### src/rtl/tir_pkg.sv
package tir_pkg;
    localparam int SEL_W    = 2;
    localparam int N_GROUPS = 2;

    typedef enum logic [SEL_W-1:0] {
        SEL_STATUS = 2'd0,
        SEL_MASKA  = 2'd1,
        SEL_MASKB  = 2'd2,
        SEL_FLAGS  = 2'd3
    } reg_sel_e;

    localparam int FLG_A    = 0;
    localparam int FLG_B    = 1;
    localparam int FLG_BASE = 2;
    localparam int N_FLAGS  = 3;

    typedef struct packed {
        logic     we;
        reg_sel_e sel;
    } reg_wr_t;

    // set has priority over clear
    function automatic logic flag_next(input logic cur, input logic set, input logic clr);
        return set | (cur & ~clr);
    endfunction
endpackage

### src/rtl/tir_chan_regs.sv
module tir_chan_regs
    import tir_pkg::*;
#(
    parameter int NUM_CH = 8
) (
    input  logic                              clk,
    input  logic                              rst,
    input  logic [NUM_CH-1:0]                 ch_req,
    input  reg_wr_t                           wr,
    input  logic [NUM_CH-1:0]                 wdata,
    output logic [NUM_CH-1:0]                 status_o,
    output logic [N_GROUPS-1:0][NUM_CH-1:0]   mask_o
);
    logic [NUM_CH-1:0] status_q;
    logic [N_GROUPS-1:0][NUM_CH-1:0] mask_q;

    always_ff @(posedge clk) begin
        if (rst) begin
            status_q <= '0;
        end else if (wr.we && wr.sel == SEL_STATUS) begin
            status_q <= wdata | ch_req;
        end else begin
            status_q <= status_q | ch_req;
        end
    end

    for (genvar g = 0; g < N_GROUPS; g++) begin : g_mask
        localparam reg_sel_e MY_SEL = (g == 0) ? SEL_MASKA : SEL_MASKB;
        always_ff @(posedge clk) begin
            if (rst) begin
                mask_q[g] <= '0;
            end else if (wr.we && wr.sel == MY_SEL) begin
                mask_q[g] <= wdata;
            end
        end
    end

    assign status_o = status_q;
    assign mask_o   = mask_q;

    for (genvar i = 0; i < NUM_CH; i++) begin : g_chk

        status_set_chk: assert property (@(posedge clk) disable iff (rst)
            ch_req[i] |=> status_q[i]);

        status_hold_chk: assert property (@(posedge clk) disable iff (rst)
            (status_q[i] && !(wr.we && wr.sel == SEL_STATUS)) |=> status_q[i]);
    end
endmodule

### src/rtl/tir_group_flag.sv
module tir_group_flag
    import tir_pkg::*;
#(
    parameter int NUM_CH = 8
) (
    input  logic              clk,
    input  logic              rst,
    input  logic [NUM_CH-1:0] status,
    input  logic [NUM_CH-1:0] mask,
    input  logic              ack,
    input  logic              sw_clr,
    output logic              flag_o
);
    logic any_now;
    logic any_prev_q;
    logic rise;
    logic flag_q;

    assign any_now = |(status & mask);
    assign rise    = any_now & ~any_prev_q;

    always_ff @(posedge clk) begin
        if (rst) begin
            any_prev_q <= 1'b0;
            flag_q     <= 1'b0;
        end else begin
            any_prev_q <= any_now;
            flag_q     <= flag_next(flag_q, rise, ack | sw_clr);
        end
    end

    assign flag_o = flag_q;


    grp_rise_chk: assert property (@(posedge clk) disable iff (rst)
        rise |=> flag_q);

    grp_ack_chk: assert property (@(posedge clk) disable iff (rst)
        (ack && !rise) |=> !flag_q);

    grp_block_chk: assert property (@(posedge clk) disable iff (rst)
        (any_prev_q && !flag_q) |=> !flag_q);
endmodule

### src/rtl/tir_base_flag.sv
module tir_base_flag
    import tir_pkg::*;
(
    input  logic clk,
    input  logic rst,
    input  logic ovf,
    input  logic tmr_rst,
    input  logic ack,
    input  logic sw_clr,
    output logic flag_o,
    output logic dma_o
);
    logic ev;
    logic flag_q;
    logic dma_q;

    assign ev = ovf | tmr_rst;

    always_ff @(posedge clk) begin
        if (rst) begin
            flag_q <= 1'b0;
            dma_q  <= 1'b0;
        end else begin
            flag_q <= flag_next(flag_q, ev, ack | sw_clr);
            dma_q  <= ev;
        end
    end

    assign flag_o = flag_q;
    assign dma_o  = dma_q;


    base_set_chk: assert property (@(posedge clk) disable iff (rst)
        (ovf || tmr_rst) |=> flag_q);

    base_dma_chk: assert property (@(posedge clk) disable iff (rst)
        !(ovf || tmr_rst) |=> !dma_o);
endmodule

### src/rtl/tir_dma_pulse.sv
module tir_dma_pulse #(
    parameter int NUM_CH = 8
) (
    input  logic              clk,
    input  logic              rst,
    input  logic [NUM_CH-1:0] ch_req,
    output logic [NUM_CH-1:0] dma_o
);
    for (genvar i = 0; i < NUM_CH; i++) begin : g_ch
        logic q;
        always_ff @(posedge clk) begin
            if (rst) q <= 1'b0;
            else     q <= ch_req[i];
        end
        assign dma_o[i] = q;

        dma_follow_chk: assert property (@(posedge clk) disable iff (rst)
            ch_req[i] |=> dma_o[i]);
    end
endmodule

### src/rtl/tir_router.sv
module tir_router
    import tir_pkg::*;
#(
    parameter int NUM_CH = 8
) (
    input  logic              clk,
    input  logic              rst,
    input  logic [NUM_CH-1:0] ch_req_i,
    input  logic              bt_ovf_i,
    input  logic              bt_rst_i,
    input  logic              reg_we_i,
    input  logic [SEL_W-1:0]  reg_sel_i,
    input  logic [NUM_CH-1:0] reg_wdata_i,
    output logic [NUM_CH-1:0] reg_rdata_o,
    input  logic              ack_grp0_i,
    input  logic              ack_grp1_i,
    input  logic              ack_base_i,
    output logic              irq_grp0_o,
    output logic              irq_grp1_o,
    output logic              irq_base_o,
    output logic [NUM_CH-1:0] dma_ch_o,
    output logic              dma_base_o
);
    localparam int FLAG_PAD = NUM_CH - N_FLAGS;

    reg_wr_t wr;
    logic [NUM_CH-1:0] status;
    logic [N_GROUPS-1:0][NUM_CH-1:0] mask;
    logic [N_GROUPS-1:0] grp_flag;
    logic [N_GROUPS-1:0] grp_ack;
    logic [N_FLAGS-1:0]  sw_clr;
    logic [N_FLAGS-1:0]  flags;
    logic base_flag;

    assign wr.we  = reg_we_i;
    assign wr.sel = reg_sel_e'(reg_sel_i);

    for (genvar f = 0; f < N_FLAGS; f++) begin : g_clr
        assign sw_clr[f] = wr.we && (wr.sel == SEL_FLAGS) && !reg_wdata_i[f];
    end

    tir_chan_regs #(.NUM_CH(NUM_CH)) u_regs (
        .clk(clk), .rst(rst), .ch_req(ch_req_i), .wr(wr),
        .wdata(reg_wdata_i), .status_o(status), .mask_o(mask)
    );

    assign grp_ack = {ack_grp1_i, ack_grp0_i};

    for (genvar g = 0; g < N_GROUPS; g++) begin : g_grp
        tir_group_flag #(.NUM_CH(NUM_CH)) u_flag (
            .clk(clk), .rst(rst), .status(status), .mask(mask[g]),
            .ack(grp_ack[g]), .sw_clr(sw_clr[g]), .flag_o(grp_flag[g])
        );
    end

    tir_base_flag u_base (
        .clk(clk), .rst(rst), .ovf(bt_ovf_i), .tmr_rst(bt_rst_i),
        .ack(ack_base_i), .sw_clr(sw_clr[FLG_BASE]),
        .flag_o(base_flag), .dma_o(dma_base_o)
    );

    tir_dma_pulse #(.NUM_CH(NUM_CH)) u_dma (
        .clk(clk), .rst(rst), .ch_req(ch_req_i), .dma_o(dma_ch_o)
    );

    assign flags[FLG_A]    = grp_flag[0];
    assign flags[FLG_B]    = grp_flag[1];
    assign flags[FLG_BASE] = base_flag;

    always_comb begin
        unique case (wr.sel)
            SEL_STATUS: reg_rdata_o = status;
            SEL_MASKA:  reg_rdata_o = mask[0];
            SEL_MASKB:  reg_rdata_o = mask[1];
            default:    reg_rdata_o = {{FLAG_PAD{1'b0}}, flags};
        endcase
    end

    assign irq_grp0_o = grp_flag[0];
    assign irq_grp1_o = grp_flag[1];
    assign irq_base_o = base_flag;


    reset_clear_chk: assert property (@(posedge clk)
        rst |=> (flags == '0 && status == '0 && dma_ch_o == '0 && !dma_base_o));
endmodule

### config.mk
export PLATFORM = sky130hd
export DESIGN_NAME = tir_router
export DESIGN_NICKNAME = d
export VERILOG_FILES = /design/src/rtl/tir_pkg.sv /design/src/rtl/tir_chan_regs.sv /design/src/rtl/tir_group_flag.sv /design/src/rtl/tir_base_flag.sv /design/src/rtl/tir_dma_pulse.sv /design/src/rtl/tir_router.sv
export SDC_FILE = /design/constraint.sdc
export NUM_CORES = 1
export LEC_CHECK = 0
export BUFFER_PORTS_ARGS = -buffer_cell sky130_fd_sc_hd__buf_2
export CORE_MARGIN = 4
export CORE_UTILIZATION = 25
export DETAILED_ROUTE_END_ITERATION = 10
export PLACE_DENSITY = 0.53
export SLEW_MARGIN = 10
export SYNTH_ARGS = -nofsm -noshare
export SYNTH_HDL_FRONTEND = slang
export SYNTH_SLANG_ARGS = --single-unit
### constraint.sdc
create_clock -name clk -period 1.1 [get_ports clk]
set_clock_uncertainty 0.15 [all_clocks]
set_input_delay 0.11 -clock clk [delete_from_list [all_inputs] [get_ports clk]]
set_output_delay 0.11 -clock clk [all_outputs]
set_load 0.01 [all_outputs]
==> impl_metrics.json, run 1 <==
{
  "syn2layout_area_growth_pct": 50.5,
  "netlist_area_mm2": 0.00165,
  "ys_seq_area_share_pct": 46.1,
  "synthCells": 185,
  "gp_congestion": 0.788,
  "hold_slack_ns": 0.0146,
  "worstSkewPairLatency_ns": 0.29,
  "synth-main-ff-cell": "dfxtp_1",
  "status": "finished with violations",
  "start_util_pct": 25.9,
  "synth.area.top_cells": "dfxtp_1, mux2i_1, nand2_1, nor2_1, mux4_1",
  "drc": 0,
  "n_antenna_cell": 0,
  "cts_made_buffers": 5,
  "hold_path_class": "in -> reg",
  "die_width_um": 89.3,
  "final_nets": 300,
  "overflow": 0,
  "cp_max_fo": 2,
  "antenna_left": 0,
  "path_class": "reg -> out",
  "drive_above_1_share_pct": 41.8,
  "die_h_um": 89.3,
  "syn_area_per_cell_um2": 8.93,
  "end_kind": "primary output",
  "tightest_slew_ns": 0.353,
  "hp-start": "rst",
  "max-slew-margin-rel_pct": 76.5,
  "swShare_pct": 25.0,
  "cp.arrival_ns": 1.23,
  "fmax_mhz": 672,
  "dp_hpwl_um": 3390,
  "grt_max_degree": 16,
  "netlist.area_leader.share_pct": 46.1,
  "fin_crit_sh_pct": 135,
  "worst_slack_ns": -0.387,
  "crit_start": "g_grp[0].u_flag.flag_o$_SDFF_PP0_",
  "synth_fp_nets": 211,
  "coreArea_mm2": 0.00639,
  "grt_pass1_wl_um": 7400,
  "power_switching_w": 0.000755,
  "post-synth-top-count-cell": "dfxtp_1",
  "final-setup-viol-count": 14,
  "synthDistinctLibCells": 24,
  "start_kind": "register",
  "violations": "negative setup slack",
  "required_ns": 0.84,
  "wl_um": 4630,
  "wl_per_cell_um": 13.2,
  "fin_crit_ns": 1.49,
  "dr.pass1.iters": 4,
  "pwr-share-seq_pct": 49.7,
  "final_area_mm2": 0.00249,
  "multi_input_area_um2": 738,
  "vias": 1590,
  "slew_viol_final": 0,
  "r2r_start": "u_regs.status_o[2]$_SDFF_PP0_",
  "async_reset_ff_share_pct": 0,
  "hold_viol": 0,
  "yosysWarnings": 0,
  "maxCapViolations": 0,
  "yosys.area.top_type": "dfxtp_1",
  "antenna_found_initial": 0,
  "finalSetupTns_ns": -2.54,
  "synth_edf_count": 0,
  "combPwrFrac_pct": 17.9,
  "fin_util_pct": 38.9,
  "power_density_mw_per_mm2": 1210,
  "grt_pass1_vias": 1619,
  "cts-root-buf": "clkbuf_8",
  "ys_ff_latch": 38,
  "clk_path_buf_depth": 2,
  "rsz0062_at_grt": "yes",
  "rows": 29,
  "io_buffers": 45,
  "power.clock.fraction_pct": 32.4,
  "dpl_cell_area_mm2": 0.00204,
  "drtIter0Drc": 38,
  "ff_latch_area_um2": 787,
  "worst_ir_drop_vdd_mv": 0.641,
  "clk_pin_slew_worst_paths_ns": 0.07,
  "viasPerCell": 4.52,
  "tritoncts": "done",
  "h-tree-depth": 2,
  "pre_cts_ws_ns": -0.214,
  "cts.sinks": 38,
  "grt_usage_pct": 12.2,
  "p_leak_nw": 1.14,
  "fillers": 659,
  "die_area_mm2": 0.00797,
  "io_pins": 46,
  "p_int_w": 0.00226,
  "synthTopCellsByCount": "dfxtp_1, nand2_1, nor2_1"
}
==> power groups by stage <==
stage / registers [W] / logic (W) / clock network (W)
after floorplan: 0.00152 / 0.000228 / 0
after global placement: 0.00153 / 0.000418 / 0
after detailed placement: 0.00153 / 0.000421 / 0
after CTS: 0.00150 / 0.000543 / 0.00101
after global routing: 0.00151 / 0.000592 / 0.00108
final: 0.00150 / 0.000538 / 0.000977
==> path summary, 6_finish.rpt <==
path | slack (ns) | end | cells past startpoint
max | -0.39 | reg_rdata_o[0] | 2
min | 0.01 | u_dma.g_ch[1].q$_SDFF_PP0_ | 2
max reg2reg | -0.22 | g_grp[1].u_flag.flag_o$_SDFF_PP0_ | 4
min reg2reg | 0.31 | g_grp[0].u_flag.flag_o$_SDFF_PP0_ | 2
==> per-stage QoR <==
step,instances,power (W)
after floorplan,185,0.00175
after CTS,352,0.00306
after global placement,315,0.00195
after global routing,352,0.00318
after detailed placement,315,0.00195
final,352,0.00302
==> kinds of logic (layout without fill, tap and decap cells) <==
group,count (synthesis),in the layout,synth area share (%)
and+or+nand+nor,68,68,18.3
DFF,38,38,46.1
buffers and inverters,28,118,9.47
muxes,16,16,12.7
AOI/OAI and AO/OA,35,35,13.5
==> flip-flops by register name, summed over array words and instances, names as in the netlist <==
name and cells:
g_grp.u_flag.any_prev_q 2, g_grp.u_flag.flag_o 2, u_base.flag_o 1, u_regs.mask_o 16, u_base.dma_o 1, u_dma.g_ch.q 8, u_regs.status_o 8
==> metal layers <==
metal  GRT usage [%]  vias up  share of wire (%)
met1            15.0      743                 46
li1                -      802                  -
met4            4.06        0                1.0
met3            3.50        7                5.7
met2            20.6       38                 47
met5               0        -                  0
==> worst max-delay path, stage by stage, from the launching register on <==
cell     delay [ns]
dfxtp_2        0.33
mux4_2         0.47
buf_6          0.14
==> timing repair <==
| item | CTS | global route |
|---|---|---|
| hold buffers | 21 | 0 |
| gates resized for setup | 34 | 3 |
| hold endpoints to repair | 36 | 0 |
| setup buffers | 9 | 1 |
| endpoints found under the setup margin | 14 | 15 |
| pin swaps | 2 | 2 |
==> placed cells by master (no fill, tap or decap), types with 2 or more instances in the layout <==
cell type	synthesis	routed
a21oi_1	8	8
a22oi_1	8	8
a31oi_1	8	8
a41oi_2	0	2
buf_2	5	39
buf_4	8	32
buf_6	2	8
clkbuf_8	0	6
dfxtp_1	38	17
dfxtp_2	0	21
dlygate4sd3_1	0	21
inv_1	10	10
mux2i_1	13	13
mux4_2	0	3
nand2_1	31	31
nand3_1	9	9
nor2_1	23	23
o21ai_1	0	5
o2bb2ai_1	2	2
==> final cells by class <==
cell class / count / share of cell area, %
Multi-Input combinational cell: 119 / 29.7
Tap cell: 77 / 3.88
Clock inverter: 1 / 0.201
Clock buffer: 7 / 3.47
Sequential cell: 38 / 31.7
Timing Repair Buffer: 100 / 29.6
Inverter: 10 / 1.51
Power figures use the tool's default switching activity.
==> run 2, diff against run 1 <==
Settings changed: CORE_ASPECT_RATIO from default to 0.75, CORE_UTILIZATION 25 to 33, PLACE_DENSITY 0.53 to 0.64.
==> run 2 against run 1 <==
  * The flow still finishes with violations (negative setup slack)
  * Total power grew 18%
  * Maximum frequency shrank 1.6%
  * Final area grew 5.8%
  * Critical path type unchanged
  * Critical endpoint unchanged
==> impl_metrics.json, run 2 (same netlist as run 1, synthesis figures left out) <==
{
  "cp.arrival_ns": 1.25,
  "hold_viol": 0,
  "pwr-share-seq_pct": 42.3,
  "overflow": 0,
  "pre_cts_ws_ns": -0.192,
  "worst_ir_drop_vdd_mv": 0.610,
  "grt_max_degree": 20,
  "io_buffers": 45,
  "max-slew-margin-rel_pct": 78.6,
  "worstPathCellList": "mux4_2 > buf_6",
  "final-setup-viol-count": 13,
  "die_h_um": 69.3,
  "syn2layout_area_growth_pct": 59.2,
  "power_w": 0.00356,
  "cts_made_buffers": 5,
  "fmax_mhz": 662,
  "grt_pass1_wl_um": 7690,
  "final_nets": 304,
  "die_area_mm2": 0.00621,
  "power_density_mw_per_mm2": 1350,
  "antenna_left": 0,
  "slew_viol_final": 0,
  "tightest_slew_ns": 0.320,
  "fin_crit_ns": 1.51,
  "start_util_pct": 35.5,
  "die_width_um": 89.7,
  "swShare_pct": 22.7,
  "grt_pass1_vias": 1577,
  "drtIter0Drc": 71,
  "status": "finished with violations",
  "wl_um": 4960,
  "viasPerCell": 4.82,
  "h-tree-depth": 2,
  "cts-root-buf": "clkbuf_8",
  "multi_input_area_um2": 774,
  "cp_max_fo": 3,
  "mostFrequentLayoutCells": "buf_2, nand2_1, buf_4",
  "hold_slack_ns": 0.00766,
  "worstSkewPairLatency_ns": 0.29,
  "fillers": 399,
  "clk_pin_slew_worst_paths_ns": 0.07,
  "max_stage_delay_ns": 0.48,
  "grt_usage_pct": 16.2,
  "final_common_cell": "buf_2",
  "coreArea_mm2": 0.00465,
  "end_kind": "primary output",
  "cts.sinks": 38,
  "clk_path_buf_depth": 2,
  "ff_latch_area_um2": 801,
  "dr.pass1.iters": 4,
  "rows": 21,
  "fin_crit_sh_pct": 137,
  "largest_reg_flops": 16,
  "maxCapViolations": 0,
  "drive_above_1_share_pct": 47.3,
  "required_ns": 0.84,
  "slowest_stage": "mux4_2",
  "power.clock.fraction_pct": 41.3,
  "vias": 1618,
  "path_class": "reg -> out",
  "hold_path_class": "in -> reg",
  "rsz0062_at_grt": "yes",
  "start_kind": "register",
  "p_leak_nw": 1.21,
  "dp_hpwl_um": 3240,
  "violations": "negative setup slack",
  "combPwrFrac_pct": 16.4,
  "worst_slack_ns": -0.411,
  "drc": 0,
  "fin_util_pct": 56.6,
  "p_int_w": 0.00275,
  "gp_congestion": 0.844,
  "antenna_found_initial": 0,
  "tritoncts": "done",
  "io_pins": 46,
  "n_antenna_cell": 0,
  "wl_per_cell_um": 14.8,
  "power_switching_w": 0.000809
}
run 2: cell count changes in the layout (fill, tap and decap cells not counted), moves of 2 or more:
cell       change
a22oi_1        -6
a22oi_2        +6
buf_6          +6
dfxtp_1        -5
buf_4          -4
dfxtp_4        +3
bufinv_16      +2
dfxtp_2        +2
run 2: final timing paths:
kind                                                     endpoint  cells past startpoint  slack [ns]                             startpoint
worst max-delay path                               reg_rdata_o[0]                      2       -0.41          u_regs.mask_o[0]$_SDFFE_PP0P_
worst min-delay path                   u_dma.g_ch[0].q$_SDFF_PP0_                      2       0.008                                    rst
worst max register to register  g_grp[0].u_flag.flag_o$_SDFF_PP0_                      5       -0.34          u_regs.status_o[2]$_SDFF_PP0_
worst min register to register  g_grp[1].u_flag.flag_o$_SDFF_PP0_                      2        0.31  g_grp[1].u_flag.any_prev_q$_SDFF_PP0_
run 2: what timing repair did:
item,CTS,global route
pin swaps,4,6
hold endpoints to repair,36,0
hold buffers,22,0
buffers inserted,8,7
setup endpoints to repair,13,15
resized for setup,46,13
run 2: layer usage:
layer | wire length [µm] | vias up | track usage (%)
met5 | 0 | - | 0
met4 | 88 | 0 | 5.29
met3 | 328 | 12 | 4.39
met2 | 2230 | 67 | 24.2
met1 | 2320 | 728 | 22.4
li1 | - | 811 | -
run 2: metrics by stage:
step	TNS, ns	instances	area [µm²]
finish	-2.78	336	2630
global route	-3.42	336	2630
CTS	-2.38	330	2550
detailed placement	-4.57	292	2000
global placement	-4.48	292	2000
floorplan	0	185	1640
run 2: power by group through the flow:
stage	logic, W	registers [W]	clock network, W
2_1_floorplan	0.000228	0.00152	0
3_3_place_gp	0.000409	0.00153	0
3_5_place_dp	0.000412	0.00153	0
4_1_cts	0.000545	0.00150	0.00150
5_1_grt	0.000633	0.00151	0.00156
6_report	0.000582	0.00150	0.00147
run 2: cell type report:
class	instances	area share [%]
repair buffers	104	30.5
flip-flops and latches	38	30.4
multi-input cells	119	29.4
clock buffers	6	3.14
well taps	57	2.71
clock inverters	2	2.28
inverters	10	1.43
run 2: worst max-delay path, delay by kind of cell, from the launching register on:
kind                   cells  cell delay (ns)
buffers and inverters      1             0.14
flip-flops                 1             0.34
multiplexers               1             0.48
